===== config.mk =====
export PLATFORM = sky130hd
export DESIGN_NAME = pfifo
export DESIGN_NICKNAME = d
export VERILOG_FILES = /design/src/rtl/pfifo_pkg.sv /design/src/rtl/pfifo_ram.sv /design/src/rtl/pfifo_level.sv /design/src/rtl/pfifo_preg.sv /design/src/rtl/pfifo.sv
export SDC_FILE = /design/constraint.sdc
export NUM_CORES = 1
export LEC_CHECK = 0
export BUFFER_PORTS_ARGS = -buffer_cell sky130_fd_sc_hd__buf_2
export CORE_MARGIN = 2
export CORE_UTILIZATION = 30
export DETAILED_ROUTE_END_ITERATION = 16
export PLACE_DENSITY = 0.43
export SYNTH_ARGS = -nofsm -noshare
export SYNTH_HDL_FRONTEND = slang
export SYNTH_SLANG_ARGS = --single-unit

===== constraint.sdc =====
create_clock -name clk -period 2.9 [get_ports clk]
set_input_delay 0.58 -clock clk [delete_from_list [all_inputs] [get_ports clk]]
set_output_delay 0.58 -clock clk [all_outputs]
set_load 0.02 [all_outputs]

===== src/rtl/pfifo_pkg.sv =====
`timescale 1ns/1ps
package pfifo_pkg;
  typedef enum logic [1:0] {
    OREG_NONE = 2'd0,
    OREG_AUTO = 2'd1,
    OREG_PIPE = 2'd2
  } oreg_mode_e;

  function automatic bit width_ok(int w, bit wide);
    return (w == 4) || (w == 9) || (w == 18) || (w == 36) || ((w == 72) && wide);
  endfunction

  // words held outside the memory by the output chain
  function automatic int extra_stages(bit fwft, oreg_mode_e m);
    return (fwft ? 1 : 0) + ((m == OREG_AUTO) ? 1 : 0);
  endfunction
endpackage


===== src/rtl/pfifo_ram.sv =====
`timescale 1ns/1ps
module pfifo_ram #(
  parameter int DW = 18,
  parameter int AW = 4,
  parameter logic [DW-1:0] INIT_VAL = '0
) (
  input  logic          clk,
  input  logic          rst,
  input  logic          we,
  input  logic [AW-1:0] waddr,
  input  logic [DW-1:0] wdata,
  input  logic          re,
  input  logic [AW-1:0] raddr,
  output logic [DW-1:0] rdata
);
  localparam int DEPTH = 1 << AW;

  logic [DW-1:0] mem [DEPTH];

  always_ff @(posedge clk) begin
    if (we) mem[waddr] <= wdata;
  end

  // registered read port; its latch resets to the start-up word
  always_ff @(posedge clk) begin
    if (rst)     rdata <= INIT_VAL;
    else if (re) rdata <= mem[raddr];
  end
endmodule


===== src/rtl/pfifo_level.sv =====
`timescale 1ns/1ps
module pfifo_level #(
  parameter int CAP = 18,
  parameter int PE_LVL = 3,
  parameter int PF_LVL = 14
) (
  input  logic clk,
  input  logic rst,
  input  logic inc,
  input  logic dec,
  output logic full,
  output logic prog_full,
  output logic prog_empty
);
  localparam int CW = $clog2(CAP + 1);

  logic [CW-1:0] occ;

  always_ff @(posedge clk) begin
    if (rst) occ <= '0;
    else     occ <= occ + CW'(inc) - CW'(dec);
  end

  assign full       = (occ == CW'(CAP));
  assign prog_full  = (occ >= CW'(PF_LVL));
  assign prog_empty = (occ <= CW'(PE_LVL));


  occ_bound_chk: assert property (@(posedge clk) disable iff (rst) occ <= CW'(CAP));

  no_underflow_chk: assert property (@(posedge clk) disable iff (rst) dec |-> occ != '0);
endmodule


===== src/rtl/pfifo_preg.sv =====
`timescale 1ns/1ps
module pfifo_preg #(
  parameter int DW = 18,
  parameter logic [DW-1:0] INIT_VAL = '0
) (
  input  logic          clk,
  input  logic          rst,
  input  logic          ce,
  input  logic          clr,
  input  logic [DW-1:0] d,
  output logic [DW-1:0] q
);
  always_ff @(posedge clk) begin
    if (rst || clr) q <= INIT_VAL;
    else if (ce)    q <= d;
  end


  preg_clear_chk: assert property (@(posedge clk) disable iff (rst) clr |=> q == INIT_VAL);
endmodule


===== src/rtl/pfifo.sv =====
`timescale 1ns/1ps
module pfifo #(
  parameter int DW = 18,
  parameter int AW = 4,
  parameter bit WIDE = 1'b0,
  parameter bit FWFT = 1'b1,
  parameter pfifo_pkg::oreg_mode_e OREG = pfifo_pkg::OREG_AUTO,
  parameter int PE_LVL = 3,
  parameter int PF_LVL = 14,
  parameter logic [DW-1:0] INIT_VAL = '0
) (
  input  logic          clk,
  input  logic          rst,
  input  logic          wr_en,
  input  logic [DW-1:0] wr_data,
  output logic          full,
  output logic          prog_full,
  output logic          overflow,
  input  logic          rd_en,
  output logic [DW-1:0] rd_data,
  output logic          empty,
  output logic          prog_empty,
  output logic          underflow,
  input  logic          oreg_ce,
  input  logic          oreg_clr
);
  localparam int DEPTH  = 1 << AW;
  localparam int STAGES = pfifo_pkg::extra_stages(FWFT, OREG);
  localparam int CAP    = DEPTH + STAGES;

  if (!pfifo_pkg::width_ok(DW, WIDE)) begin : g_bad_width
    $error("pfifo: DW must be 4, 9, 18, 36, or 72 (72 only with WIDE)");
  end
  if (!(PE_LVL < PF_LVL && PF_LVL <= CAP && PE_LVL >= 0)) begin : g_bad_levels
    $error("pfifo: need 0 <= PE_LVL < PF_LVL <= capacity");
  end

  logic [AW-1:0] wptr, rptr;
  logic [AW:0]   mcnt;
  logic          wr_ok, rd_ok, fetch, empty_i;
  logic [DW-1:0] ram_q, stage_q;

  assign wr_ok = wr_en & ~full;
  assign rd_ok = rd_en & ~empty_i;

  pfifo_ram #(.DW(DW), .AW(AW), .INIT_VAL(INIT_VAL)) u_ram (
    .clk(clk), .rst(rst),
    .we(wr_ok), .waddr(wptr), .wdata(wr_data),
    .re(fetch), .raddr(rptr), .rdata(ram_q)
  );

  pfifo_level #(.CAP(CAP), .PE_LVL(PE_LVL), .PF_LVL(PF_LVL)) u_level (
    .clk(clk), .rst(rst), .inc(wr_ok), .dec(rd_ok),
    .full(full), .prog_full(prog_full), .prog_empty(prog_empty)
  );

  always_ff @(posedge clk) begin
    if (rst) begin
      wptr <= '0;
      rptr <= '0;
      mcnt <= '0;
    end else begin
      wptr <= wptr + AW'(wr_ok);
      rptr <= rptr + AW'(fetch);
      mcnt <= mcnt + (AW+1)'(wr_ok) - (AW+1)'(fetch);
    end
  end

  always_ff @(posedge clk) begin
    if (rst) begin
      overflow  <= 1'b0;
      underflow <= 1'b0;
    end else begin
      overflow  <= wr_en & full;
      underflow <= rd_en & empty_i;
    end
  end

  if (STAGES == 0) begin : g_plain
    // standard output, memory read only on a pop
    assign fetch   = rd_ok;
    assign empty_i = (mcnt == '0);
    assign stage_q = ram_q;
  end else if (STAGES == 1) begin : g_one
    logic bv;
    assign fetch   = (mcnt != '0) & (~bv | rd_ok);
    assign empty_i = ~bv;
    always_ff @(posedge clk) begin
      if (rst) bv <= 1'b0;
      else     bv <= fetch | (bv & ~rd_ok);
    end
    if (FWFT) begin : g_direct
      assign stage_q = ram_q;

      head_hold_chk: assert property (@(posedge clk) disable iff (rst)
        !empty_i && !rd_en |=> $stable(stage_q));
    end else begin : g_popreg
      logic [DW-1:0] oq;
      always_ff @(posedge clk) begin
        if (rst)        oq <= INIT_VAL;
        else if (rd_ok) oq <= ram_q;
      end
      assign stage_q = oq;
    end
  end else begin : g_two
    logic bv, ov, move;
    logic [DW-1:0] oq;
    assign move    = bv & (~ov | rd_ok);
    assign fetch   = (mcnt != '0) & (~bv | move);
    assign empty_i = ~ov;
    always_ff @(posedge clk) begin
      if (rst) begin
        bv <= 1'b0;
        ov <= 1'b0;
        oq <= INIT_VAL;
      end else begin
        bv <= fetch | (bv & ~move);
        ov <= move | (ov & ~rd_ok);
        if (move) oq <= ram_q;
      end
    end
    assign stage_q = oq;

    head_hold_chk: assert property (@(posedge clk) disable iff (rst)
      !empty_i && !rd_en |=> $stable(stage_q));
  end

  if (OREG == pfifo_pkg::OREG_PIPE) begin : g_pipe
    pfifo_preg #(.DW(DW), .INIT_VAL(INIT_VAL)) u_preg (
      .clk(clk), .rst(rst), .ce(oreg_ce), .clr(oreg_clr),
      .d(stage_q), .q(rd_data)
    );
  end else begin : g_nopipe
    logic unused_ctl;
    assign unused_ctl = oreg_ce | oreg_clr;
    assign rd_data    = stage_q;
  end

  assign empty = empty_i;


  no_overflow_chk: assert property (@(posedge clk) disable iff (rst)
    wr_en && full |=> $stable(wptr));

  mem_room_chk: assert property (@(posedge clk) disable iff (rst)
    wr_ok |-> mcnt < (AW+1)'(DEPTH));

  ptr_gap_chk: assert property (@(posedge clk) disable iff (rst)
    (wptr - rptr) == AW'(mcnt));
endmodule


Yosys cells after proc, flatten, opt, wreduce, memory -nomap -nowiden
Memories as Yosys holds them, arrays and structs flattened. A register that Yosys moved wholly into a read port is not among the register bits.
Cells that the tools add are included.
Word-level totals
  bits in registers: 40
  RAM bits: 288
  input port bits: 24
  word-level logic and storage cells: 39
  memories: 1
Memories
  u_ram.mem: depth 16, width 18, read ports 1, clocked after memory_dff 1, wr ports 1, line pfifo_ram.sv:18  | logic [DW-1:0] mem [DEPTH];
Operators by class
  add/subtract/negate cells: 6
  magnitude comparators: 2
  equal/unequal tests: 1
  mux-type cells: 2
  bitwise logic cells: 17
  reductions and logical operators: 1
Operators with widths (count)
  5-bit by 1-bit adder with 5-bit output: 2
  5-bit by 1-bit subtractor with 5-bit output: 2
  4-bit by 1-bit adder with 4-bit output: 2
  1-bit AND: 8
  5-bit equality test, second input constant: 1
  5-bit by 4-bit >= comparator with 1-bit output, second input constant: 1
  5-bit by 2-bit <= comparator with 1-bit output, second input constant: 1
  1-bit inverter: 5
  5-bit nonzero test: 1
  1-bit bitwise OR: 4
  1-bit 2-to-1 mux: 2

Depth between registers and ports, before layout
Gate-level depths: netlist (run 1).
  word-level depth: 6
  depth in mapped cells: 13
  gate-level depth less buffers: 13

By module
From an unflattened synthesis (run 1), not the netlist that was laid out.
Second synthesis, totals
  cell total of the unflattened synthesis: 888
  area, all modules: 13690.6 µm²
By module, submodules not included
  pfifo_ram: instances 1, cells each 676, area each 11778.8 µm², seq. area each 9008.6 µm²
  pfifo: instances 1, cells each 162, area each 1470.2 µm², seq. area each 700.7 µm²
  pfifo_level: instances 1, cells each 50, area each 441.7 µm², seq. area each 100.1 µm²

Worst setup path before layout (run 1)
OpenSTA, ideal clock, no wires.
  path kind: register to register
  from: register u_level.occ[2]
  to: memory u_ram.mem[0][0] (enable)
  library setup time: 0.416 ns
  arrival: 2.651 ns
  setup slack: -0.166 ns
  cell stages (with the launch flop): 7
  clock period less this slack: 3.066 ns
  path through: dfxtp_1 > inv_1 > ha_1 > nand4b_1 > nand2_1 > or3_1 > nor3_1
On the way
  cells in the longest elaborated chain, start to end: 5
Ends and longest elaborated chain
  start: declaration: line pfifo_level.sv:17  | logic [CW-1:0] occ;
  start signal: assignment: line pfifo_level.sv:21  | else occ <= occ + CW'(inc) - CW'(dec);
  5-bit equality test: line pfifo_level.sv:24  | assign full = (occ == CW'(CAP));
  1-bit inverter: line pfifo.sv:43  | assign wr_ok = wr_en & ~full;
  1-bit AND: line pfifo.sv:43
  1-bit 2-to-1 mux: line pfifo_ram.sv:21  | if (we) mem[waddr] <= wdata;
  1-bit 2-to-1 mux (implied by the code): line pfifo_ram.sv:21
  end: declaration: line pfifo_ram.sv:18
No other way between the ends.

Worst setup path in the final report (run 1)
  from: register mcnt[2]
  to: register mcnt[4]
On the way
  cells in the longest elaborated chain, start to end: 3
  elaborated cells on any way between the ends: 4
  classes of those cells: add/sub (2); bitwise (1); reduce/logical (1)
Ends and longest elaborated chain
  start: declaration: line pfifo.sv:39  | logic [AW:0] mcnt;
  start signal: assignment: line pfifo.sv:65  | mcnt <= mcnt + (AW+1)'(wr_ok) - (AW+1)'(fetch);
  5-bit nonzero test: line pfifo.sv:109  | assign fetch = (mcnt != '0) & (~bv | move);
  1-bit AND: line pfifo.sv:109
  via fetch: line pfifo.sv:40  | logic wr_ok, rd_ok, fetch, empty_i;
  5-bit by 1-bit subtractor with 5-bit output: line pfifo.sv:65
The timed path passes the listed nets, and every way through them passes these cells.
A chain may end at the register's enable or synchronous reset.

==> results of run 1 <==
how the worst max path moves through the flow:
stage,startpoint,end,slack [ps],cells after the start
5_1_grt,mcnt[3]$_SDFF_PP0_,mcnt[4]$_SDFF_PP0_,20,12
3_5_place_dp,mcnt[3]$_SDFF_PP0_,mcnt[4]$_SDFF_PP0_,230,12
6_report,mcnt[2]$_SDFF_PP0_,mcnt[4]$_SDFF_PP0_,210,12
3_3_place_gp,mcnt[3]$_SDFF_PP0_,mcnt[4]$_SDFF_PP0_,300,12
4_1_cts,mcnt[3]$_SDFF_PP0_,mcnt[4]$_SDFF_PP0_,190,12
2_1_floorplan,u_level.occ[2]$_SDFF_PP0_,u_ram.mem[3][0]$_DFFE_PP_,210,5
kinds of logic (layout without fill, tap and decap cells):
| group | Yosys count | after routing | synth area share (%) |
|---|---|---|---|
| adders and majority gates | 20 | 20 | 1.97 |
| AOI/OAI and AO/OA | 54 | 54 | 2.79 |
| xor gates and xnor gates | 9 | 9 | 0.587 |
| muxes | 108 | 108 | 15.6 |
| DFF | 346 | 346 | 73.0 |
| and+or+nand+nor | 120 | 120 | 4.12 |
| buffers and inverters | 53 | 166 | 1.88 |
power by group through the flow:
stage | Sequential, mW | Combinational [mW] | Clock (mW)
after global routing | 6.09 | 2.93 | 4.95
after floorplan | 6.00 | 2.04 | 0
after detailed placement | 6.16 | 2.73 | 0
after global placement | 6.14 | 2.67 | 0
final | 6.05 | 2.68 | 4.62
after CTS | 6.05 | 2.74 | 4.77
routing by layer:
layer | GRT usage, % | part of all wire [%]
met5 | 0 | 0.036
met4 | 3.95 | 2.1
met2 | 22.7 | 49
met3 | 2.21 | 3.7
met1 | 17.4 | 45
layout by cell type, fill, tap and decap left out, drive strengths merged, types with 2 or more instances in the layout:
cell / Yosys / layout
mux4: 72 / 72
ha: 18 / 18
nand4: 3 / 3
buf: 20 / 78
clkinv: 0 / 18
a21oi: 28 / 28
o21ai: 4 / 4
fa: 2 / 2
nor3: 5 / 5
a21o: 3 / 3
clkinvlp: 0 / 2
mux2: 18 / 18
nor2b: 9 / 9
clkbuf: 14 / 45
nor3b: 4 / 4
nor2: 42 / 42
bufinv: 0 / 3
nand2: 43 / 43
xor2: 3 / 3
xnor2: 6 / 6
or3: 3 / 3
nand3: 3 / 3
a221o: 18 / 18
nand2b: 2 / 2
edfxtp: 288 / 288
mux2i: 18 / 18
dfxtp: 58 / 58
nand3b: 2 / 2
inv: 19 / 20
cell usage after synthesis (9+ instances only):
master	number	area (sq um)
sky130_fd_sc_hd__edfxtp_1	288	8650
sky130_fd_sc_hd__dfxtp_1	58	1160
sky130_fd_sc_hd__mux4_2	47	1060
sky130_fd_sc_hd__nand2_1	43	161
sky130_fd_sc_hd__nor2_1	41	154
sky130_fd_sc_hd__a21oi_1	27	135
sky130_fd_sc_hd__mux4_1	25	657
sky130_fd_sc_hd__inv_1	19	71.3
sky130_fd_sc_hd__a221o_1	18	180
sky130_fd_sc_hd__ha_1	18	225
sky130_fd_sc_hd__mux2_2	18	203
sky130_fd_sc_hd__mux2i_1	18	180
sky130_fd_sc_hd__clkbuf_1	14	52.6
sky130_fd_sc_hd__nor2b_1	9	56.3
area by class of cell:
| cell class | count | area, sq um | share of cell area, % |
|---|---|---|---|
| inverters | 19 | 71.3 | 0.452 |
| well taps | 592 | 741 | 4.69 |
| flip-flops and latches | 346 | 9820 | 62.1 |
| clock inverters | 24 | 203 | 1.28 |
| clock buffers | 45 | 998 | 6.32 |
| multi-input cells | 311 | 3430 | 21.7 |
| repair buffers | 78 | 536 | 3.39 |
registers in the layout, summed over array words and instances (netlist names):
name	cells
u_level.occ	5
mcnt	5
underflow	1
rptr	4
overflow	1
u_ram.mem	288
u_ram.rdata	18
wptr	4
rd_data	18
g_two.bv	1
g_two.ov	1
through the flow:
| stage | power [mW] | hold WS (ps) |
|---|---|---|
| after floorplan | 8.05 | 432 |
| after global placement | 8.81 | 450 |
| after detailed placement | 8.89 | 444 |
| after CTS | 13.6 | 352 |
| after global routing | 14.0 | 377 |
| final | 13.3 | 376 |
==> impl.org, run 1 <==
** Worst setup path
- Endpoint type of the worst setup path :: register
- Highest cell delay on the worst timing path :: ~480 ps
- Critical path cell sequence :: inv_1, ha_1, nor4b_1, a21oi_2, xnor2_1, ha_1, inv_1, fa_1, nor2b_1, o21bai_1, nand3_1, nor3b_1
- Among cell families on the critical path, the largest total delay comes from simple AND/OR/NAND/NOR gates.
- For the worst setup path, the data required time is 3340 ps.
- The number of cells on the worst reg-to-reg path is 12.
- The worst register-to-register path begins at mcnt[2]$_SDFF_PP0_.
- Cell with the biggest individual delay on the critical path :: sky130_fd_sc_hd__nor4b_1
- The number of buffers and inverters on the critical path is 2.
- Startpoint Class :: register
- For the worst setup path, the data arrival time is roughly 3100 ps.
- The critical path in this run is classified as reg2reg.
- Destination of the worst register-to-register timing path :: mcnt[4]$_SDFF_PP0_
- In this run the worst path has a maximum fanout of 5.
- Minimum setup slack among reg-to-reg paths :: between 200 and 250 ps

** Layout
- The net count of the finished layout is approximately 840.
- Once layout is done, the placed cells without fillers occupy 15,800 sq um.
- 0 antenna diodes ended up in the layout.
- Once layout is complete, the cells apart from fillers number approximately 1.4k.
- Relative to the synthesized area, the layout overhead comes to 17.6%.
- Number of fill cells in the layout :: between 4k and 5k
- The post-route netlist has 26.9% of its cells at a drive strength greater than 1.
- Post-layout util :: a little over a third

** Die
- X dimension of the die :: about 220 um
- The die covers about 46,000 sq um.
- The floorplan step set the die height to roughly 220 um.
- Starting density of the core :: a little under a third
- Ports placed on the boundary :: 48
- The floorplan has slightly below 80 rows.
- Area of the core :: around 44,000 sq um

** Power
- In this run switching power makes up about a quarter of total power.
- For this design the total switching power over the nets is 3.55 mW.
- Per report_power, the sequential group accounts for a little under half of the total.
- VDD sags by at most about 470 uV.
- The internal portion of the total power is 9.80 mW.
- Leakage component of the power :: ~5.2 nW
- Part of the total power dissipated in combinational logic :: approximately a fifth
- Per report_power, the clock group accounts for about a third of the total.
- Pwr dens :: about 850 nW/um^2

** Place
- Last weighted congestion value of the routability-driven placer :: 0.689
- Area of placed instances :: between 10,000 and 15,000 sq um
- At the placement stage, the worst setup path has a slack of about 230 ps.
- Detailed placer's ending HPWL :: about 18 mm
- Count of buffers from port buffering :: between 40 and 50
- In this run, placement finished with an instance count of between 1k and 1.5k.

** Logic synthesis
- Cell variety after synth :: 40
- Each instance of the synthesized netlist takes up on average approximately 19 sq um.
- Flops & latches, synth :: 346
- For this run, the register share of the synthesized area comes to between 70% and 80%.
- Fraction of registers with async set or reset after synthesis :: 0%
- The synthesized design contains 288 enable-type register cells.
- Synthesis handed over a netlist of a little over 700 instances.
- Post-Syn Area :: 13,400 sq um
- When the netlist entered floorplanning its net count stood at 754.
- Flip-flop cell with the highest count after synthesis :: sky130_fd_sc_hd__edfxtp_1
- During synthesis, Yosys emitted a total of 0 warnings.

** Clock tree
- Clock-pin slew on the worst setup and hold paths :: about 60 ps
- Worst-skew pair later-pin latency :: roughly 520 ps
- Number of buffers created by CTS :: 38
- Clock net sink count :: 346
- For this design, the CTS-stage hold fixing added 0 buffers.
- Once the clock tree was built, the setup fixing pass inserted 0 buffers.
- CTS placed an instance of sky130_fd_sc_hd__clkbuf_16 at the clock tree root.
- Clock tree from TritonCTS :: built
- The longest clock path from root to sink contains 3 buffers.
- The H-tree generated during clock tree synthesis spans 2 levels.
- Resized Gates After CTS :: 0

** Global routing
- First-pass GRT wire length :: between 40 and 50 mm
- Entering global routing, the biggest net connects 33 pins.
- The via count of the first global-routing pass came to between 7k and 8k.
- The initial antenna violation count was 1.
- Global routing usage summed across all routing layers :: between 10% and 20%
- For this run the aggregate overflow at the end of global routing stands at 0.

** Route
- In this run the remaining antenna-violating nets after routing total 0.
- For this run, the detailed router's first-pass iteration total came to 5.
- In the final routed layout, each cell accounts on average for around 22 um.
- For this run, design rule violations remaining after detail routing come to 0.
- Overall routed net length :: 30.8 mm
- Via count :: about 6.7k
- Detailed-route vias per instance :: approximately 4.7
- The first routing iteration left approximately 560 violations.

** STA
- Setup repair after global routing left no endpoint under its margin.
- Final setup skew :: ~8.5 ps
- The number of failing hold endpoints at the final stage was 0.
- Setup violations remaining at the end of the flow were counted as 0.
- Actual slew at the worst max-slew pin :: around 560 ps
- Number of pins with negative max-slew slack in the final report :: 0
- Tightest slew margin relative to the limit :: about three fifths
- Dividing the final minimum period by the clock period gives ~93%.
- The worst path meets setup with about 210 ps of slack.
- Setup TNS :: 0 ps
- Subtracting the final worst setup slack from the clock period gives between 2000 and 3000 ps.
- Achievable Freq :: between 0.3 and 0.4 GHz

** Hold path
- Along the worst hold path, the cell count comes to 2.
- Startpoint of the worst hold path :: wr_en
- In this run the worst hold path is classified as in2reg.
- The worst hold path terminates at overflow$_SDFF_PP0_.

** Outcome
- The flow ran to the end, and the final reports show no timing, DRC or antenna violations.

** Run
- Max-cap violations in this run came to 0.
(Power assumes the default switching activity.)
==> run 2: changes to the inputs <==
--- a/config.mk
+++ b/config.mk
@@ -9,7 +9,7 @@
 export CORE_MARGIN = 2
 export CORE_UTILIZATION = 30
 export DETAILED_ROUTE_END_ITERATION = 16
-export PLACE_DENSITY = 0.43
+export PLACE_DENSITY = 0.52
 export SYNTH_ARGS = -nofsm -noshare
 export SYNTH_HDL_FRONTEND = slang
 export SYNTH_SLANG_ARGS = --single-unit
==> impl.org, run 2 (same netlist as run 1, synthesis figures left out) <==
** Layout
- Most used cells in the layout excluding fill and tap cells :: sky130_fd_sc_hd__edfxtp_1 (288), sky130_fd_sc_hd__dfxtp_1 (55), sky130_fd_sc_hd__mux4_2 (47)
- Area of all sequential standard cells :: between 9000 and 10,000 sq um
- Number of cells in the finished layout apart from fillers :: between 1k and 1.5k
- Antenna cell count :: 0
- Final-stage net count :: ~850
- Most common cell after layout, fill and taps aside :: sky130_fd_sc_hd__edfxtp_1
- Post-layout util :: between 30% and 40%
- The register with the most flip-flops in the final layout is u_ram.mem.
- Relative to the synthesized area, the layout overhead comes to 18.1%.
- Fill cells in the final layout number 4,128.
- Largest register FFs :: 288
- Share of cells above drive strength 1 :: roughly 27%
- Footprint of the multi-input gates :: ~3400 sq um

** STA
- Setup repair after global routing left no endpoint under its margin.
- Setup TNS :: 0 ps
- The number of slew-limit violations in the final report is 0.
- Timing would allow up to 0.387 GHz.
- Actual slew at the worst max-slew pin :: ~650 ps
- Of the available clock period, the critical path in the final layout requires about 89%.
- Final setup skew :: approximately 10 ps
- The number of failing hold endpoints at the final stage came to 0.
- The smallest clock period supported by the final layout is computed as between 2000 and 3000 ps.
- Count of final setup violators :: 0
- Worst hold margin :: 371 ps
- In this run the tightest slew margin relative to its limit is a little under three fifths.

** Worst setup path
- Highest cell delay on the worst timing path :: between 400 and 500 ps
- Critical path type :: reg2reg
- CP bufs+invs :: 2
- Endpoint type of the worst setup path :: register
- Along the worst path, the maximum fanout reaches 8.
- Crit path required time :: ~3300 ps
- Cell with the biggest individual delay on the critical path :: sky130_fd_sc_hd__dfxtp_1
- STA classifies the critical path startpoint as a register.
- Walking the worst path, the cells encountered are inv_1, ha_1, nand4b_1, nand2_1, a21o_1, nand2_1, ha_1, inv_1, fa_1, nand2b_1, a21oi_1, or3_1, a21oi_1.
- STA puts the critical path data arrival time at 2980 ps.
- On the critical path the largest part of the delay comes from adder cells.

** Place
- Routability-driven placement finished with a final weighted congestion of 0.698.
- Placed cell count :: roughly 1.4k
- Count of buffers from port buffering :: 45
- Detailed placement finished with a half-perimeter wire length of roughly 17 mm.

** Die
- X dimension of the die :: 216 um
- The floorplan has 77 rows.
- The die covers ~46,000 sq um.
- For this configuration, the core starts out at a cell density of a little under a third.
- Area of the core :: 44,200 sq um
- Pin placement for this block handled between 40 and 50 I/O pins.
- Vertical die dimension :: around 220 um

** Global routing
- Total congestion overflow :: 0
- First-pass GRT wire length :: 43.9 mm
- The initial antenna violation count came to 0.
- Number of global-route vias before repair :: about 7.0k
- Entering global routing, the biggest net connects 29 pins.
- For this run, the total global-route usage over all layers was measured as between 10% and 20%.

** Route
- Detailed-route vias per instance :: 4.62
- After detailed routing, the average wire length per cell comes to approximately 20 um.
- The pre-antenna-repair detailed-routing pass consisted of 7 iterations.
- Overall routed net length :: approximately 29 mm
- Antenna-violating nets left :: 0
- Iteration-0 DRC Markers :: around 440
- Remaining routing DRC violations :: 0
- The final route contains 6,577 vias.

** Outcome
- Status :: complete, no violations

** Clock tree
- In this run, post-CTS repair resized a total of 0 instances.
- For this design, the sink count on the clock tree is 346.
- The number of hold buffers added after CTS was 0.
- Clock-pin slew on the worst setup and hold paths :: approximately 60 ps
- TritonCTS built the clock tree.
- In this run the clock root is driven by a sky130_fd_sc_hd__clkbuf_16.
- At the later pin of the worst-skew pair, clock insertion delay measures 520 ps.
- TritonCTS created 37 clock buffers.
- Largest buffer count on any clock path :: 3
- Postcts setup bufs :: 0
- The H-tree was split into 2 levels.

** Power
- Leakage component of the power :: 5.26 nW
- Power spread over the standard cell area amounts to between 800 and 900 nW/um^2.
- Total power :: around 13 mW
- VDD IR-drop max :: roughly 380 uV

** Run
- Max-cap violation count :: 0

** Hold path
- Class of the tightest hold or removal check :: in2reg
[run 2: cell count changes in the layout (fill, tap and decap cells not counted), moves of 2 or more]
cell and delta:
sky130_fd_sc_hd__clkbuf_1 +4, sky130_fd_sc_hd__clkbuf_8 +4, sky130_fd_sc_hd__clkinvlp_4 -2, sky130_fd_sc_hd__buf_4 +10, sky130_fd_sc_hd__clkinv_2 -6
[run 2: worst paths after layout]
check        cells after the start                 startpoint  slack [ps]                   endpoint
min                              2                      wr_en         370        overflow$_SDFF_PP0_
min reg2reg                      2   rd_data[10]$_SDFFE_PP0P_         450   rd_data[10]$_SDFFE_PP0P_
max                             13  u_level.occ[2]$_SDFF_PP0_         320  u_level.occ[4]$_SDFF_PP0_
max reg2reg                     13  u_level.occ[2]$_SDFF_PP0_         320  u_level.occ[4]$_SDFF_PP0_
[run 2: worst register-to-register path: stages, from the launching register on]
cell                       delay (ps)
sky130_fd_sc_hd__dfxtp_1          420
sky130_fd_sc_hd__inv_1             90
sky130_fd_sc_hd__ha_1             220
sky130_fd_sc_hd__nand4b_1         130
sky130_fd_sc_hd__nand2_1          210
sky130_fd_sc_hd__a21o_1           220
sky130_fd_sc_hd__nand2_1           60
sky130_fd_sc_hd__ha_1             150
sky130_fd_sc_hd__inv_1             60
sky130_fd_sc_hd__fa_1             410
sky130_fd_sc_hd__nand2b_1         160
sky130_fd_sc_hd__a21oi_1          170
sky130_fd_sc_hd__or3_1            120
sky130_fd_sc_hd__a21oi_1           50
[run 2: layout make-up]
cell class / instances / area share [%]
sequential: 346 / 61.9
clock buffer: 53 / 6.74
timing repair buffer: 88 / 3.85
inverter: 19 / 0.450
multi-input combinational: 311 / 21.6
clock inverter: 14 / 0.750
tap: 592 / 4.67
[run 2: power by group]
group	internal [mW]	switching [mW]	leakage, nW
Sequential	5.71	0.360	3.08
Combinational	1.39	1.29	1.60
Clock	2.74	1.84	0.581
Total	9.84	3.49	5.26
[run 2: per-layer routing]
metal / vias to the layer above / share of wire, % / routed length (um) / GRT usage (%)
li1: 3019 / - / - / -
met1: 3384 / 46 / 13200 / 17.1
met2: 127 / 48 / 14000 / 21.0
met3: 47 / 4.0 / 1150 / 2.23
met4: 0 / 2.1 / 595 / 3.59
met5: - / 0 / 0 / 0
[run 2: metrics by stage]
stage | instance area [sq um] | worst slack (ps)
final | 15900 | 319
after global placement | 14700 | 286
after detailed placement | 14700 | 304
after global routing | 15900 | 38.5
after CTS | 15900 | 300
after floorplan | 13400 | 208
==> run 3: changes to the inputs <==
--- a/config.mk
+++ b/config.mk
@@ -5,11 +5,12 @@
 export SDC_FILE = /design/constraint.sdc
 export NUM_CORES = 1
 export LEC_CHECK = 0
-export BUFFER_PORTS_ARGS = -buffer_cell sky130_fd_sc_hd__buf_2
 export CORE_MARGIN = 2
 export CORE_UTILIZATION = 30
 export DETAILED_ROUTE_END_ITERATION = 16
-export PLACE_DENSITY = 0.52
+export DONT_BUFFER_PORTS = 1
+export MAX_ROUTING_LAYER = met4
+export PLACE_DENSITY = 0.51
 export SYNTH_ARGS = -nofsm -noshare
 export SYNTH_HDL_FRONTEND = slang
 export SYNTH_SLANG_ARGS = --single-unit
==> impl.org, run 3 (same netlist as run 1, synthesis figures left out) <==
** Layout
- Ranked by flip-flop count, first place goes to u_ram.mem.
- Antenna cell count :: 0
- Syn-to-layout area delta :: 17.0%
- The layout has around 4k filler cells.
- Number of cells in the finished layout apart from fillers :: between 1k and 1.5k
- Post-layout util :: a little over a third
- Share of cells above drive strength 1 :: between 20% and 30%
- Most common cell after layout, fill and taps aside :: sky130_fd_sc_hd__edfxtp_1
- Final standard cell area without fillers :: between 15,000 and 20,000 sq um
- In the layout the commonest cells are sky130_fd_sc_hd__edfxtp_1 (288), sky130_fd_sc_hd__dfxtp_1 (55), sky130_fd_sc_hd__mux4_2 (47).
- Largest register FFs :: between 200 and 300
- The final layout contains between 800 and 900 nets.

** Worst setup path
- The setup check on the worst reg-to-reg path leaves a slack of roughly 400 ps.
- Max FO, Critical Path :: 8
- Endpoint type of the worst setup path :: register
- Startpoint Class :: register
- STA puts the critical path data required time at 3310 ps.
- The worst setup path is of the reg2reg kind.
- Data arrival time of the critical path :: around 2900 ps

** Clock tree
- The clock tree synthesis step divided the H-tree into 2 levels.
- TritonCTS built the clock tree.
- In this run, CTS created clock tree buffers numbering 39.
- Clock-pin slew on the worst setup and hold paths :: 60 ps
- The clock reaches the later pin of the worst-skew pair after about 520 ps.
- In this run the deepest clock path goes through 3 buffers.
- Postcts setup bufs :: 0
- Hold_buf cts :: 0
- CTS Root Buffer Type :: sky130_fd_sc_hd__clkbuf_16
- Clock net sink count :: around 350
- The number of gates resized after CTS was 0.

** STA
- Post-layout worst setup margin :: 395 ps
- Number of pins with negative max-slew slack in the final report :: 0
- Setup TNS :: 0 ps
- Setup violations remaining at the end of the flow were counted as 0.
- Static timing analysis puts the maximum clock frequency at between 0.3 and 0.4 GHz.
- Count of endpoints failing hold in the final timing report :: 0
- Setup repair after global routing missed its margin :: no
- Crit share post-route :: 86.4%
- Counting I/O delays and the setup requirement, the final critical path takes approximately 2500 ps.
- The worst pin sits at a relative slew slack of between 50% and 60%.
- Across the routed clock network, the largest skew measured is between 10 and 15 ps.
- Actual slew at the worst max-slew pin :: between 600 and 700 ps

** Die
- The die covers 46,500 sq um.
- The die is between 200 and 250 um tall.
- Area of the core :: around 44,000 sq um
- Row generation in the floorplan step produced 77 rows.
- Starting density of the core :: between 30% and 40%
- X dimension of the die :: 216 um
- Ports placed on the boundary :: 48

** Place
- After detailed placement, the design holds a cell count of ~1.3k.
- At the end of routability-driven placement, the weighted congestion stood at 0.708.
- Port buffering added 0 buffers.
- Worst setup timing slack at the placement stage :: around 300 ps
- The HPWL after detailed placement is 17.5 mm.
- The placed instances occupy a cell area of ~14,000 sq um.

** Global routing
- Initial antenna violation count :: 0
- Global routing usage summed across all routing layers :: 13.4%
- The first global-routing pass estimated roughly 45 mm of wire.
- Pin count of the biggest net entering global routing :: 44
- The via count of the first global-routing pass is 6,787.
- Total congestion overflow :: 0

** Power
- VDD IR-drop max :: approximately 320 uV
- The analysis attributes to cell leakage a power of slightly above 5 nW.
- For this design the ratio of total power to cell area is ~860 nW/um^2.

** Route
- Antenna-violating nets left :: 0
- Highest signal layer in the routed design :: met4
- Detailed-route vias per instance :: between 4 and 5
- The routed design uses 13.5 mm of met2 wire.
- Routed metal-1 wire length :: 14.3 mm
- In the final routed layout, each cell accounts on average for about 22 um.
- Iteration-0 DRC Markers :: 518
- For this block, the via count after detailed routing is 6,491.
- Routed length on met3 :: 1.55 mm
- Remaining routing DRC violations :: 0
- Overall routed net length :: 30.1 mm
- 1st-pass router iterations :: 6

** Run
- Max-cap violations in this run came to 0.

** Outcome
- Status :: complete, no violations

** Hold path
- Class of the tightest hold or removal check :: in2reg
-- run 3: cell types whose count changed in the layout (fill, tap and decap cells not counted), sizes merged --
| cell | previous run | this run |
|---|---|---|
| buf | 88 | 41 |
| bufinv | 2 | 3 |
| clkbuf | 53 | 62 |
| clkinv | 11 | 5 |
| clkinvlp | 0 | 1 |
| inv | 20 | 19 |
-- run 3: worst paths after layout --
path	start	end	cells past startpoint
worst max register to register	u_level.occ[3]$_SDFF_PP0_	u_level.occ[4]$_SDFF_PP0_	13
worst max-delay path	u_level.occ[3]$_SDFF_PP0_	u_level.occ[4]$_SDFF_PP0_	13
worst min register to register	u_ram.rdata[3]$_SDFFE_PP0P_	rd_data[3]$_SDFFE_PP0P_	2
worst min-delay path	rst	rd_data[7]$_SDFFE_PP0P_	1
-- run 3: cell type report --
class	count	area (sq um)	area share, %
clock buffer	62	1150	7.35
clock inverter	9	121	0.772
inverter	19	71.3	0.454
multi-input combinational	311	3440	21.9
sequential	346	9820	62.5
tap	592	741	4.71
timing repair buffer	41	370	2.36
-- run 3: through the flow --
step                total power [mW]  hold WS (ps)
finish                          13.5           124
floorplan                       8.05           432
global route                    14.1          96.9
detailed placement              8.76           447
global placement                8.76           444
CTS                             13.6          96.1
-- run 3: power by group --
part / internal [mW] / switching [mW]
Sequential: 5.72 / 0.458
Clock: 2.99 / 1.85
Combinational: 1.31 / 1.14
Total: 10.0 / 3.44
-- run 3: per-layer routing --
metal | global-route usage, % | up-vias
met5 | - | -
met4 | 4.18 | 0
met3 | 2.72 | 55
met2 | 20.0 | 130
met1 | 18.5 | 3374
li1 | - | 2932
-- run 3: worst max-delay path: stages (launching register included) --
cell and delay, ps:
sky130_fd_sc_hd__dfxtp_1 330, sky130_fd_sc_hd__inv_1 130, sky130_fd_sc_hd__ha_1 190, sky130_fd_sc_hd__nand4b_1 160, sky130_fd_sc_hd__nand2_2 210, sky130_fd_sc_hd__nand3_1 150
sky130_fd_sc_hd__nand2_1 100, sky130_fd_sc_hd__ha_1 160, sky130_fd_sc_hd__inv_1 60, sky130_fd_sc_hd__fa_1 410, sky130_fd_sc_hd__nand2b_1 160, sky130_fd_sc_hd__a21oi_1 160
sky130_fd_sc_hd__or3_1 120, sky130_fd_sc_hd__a21oi_1 50
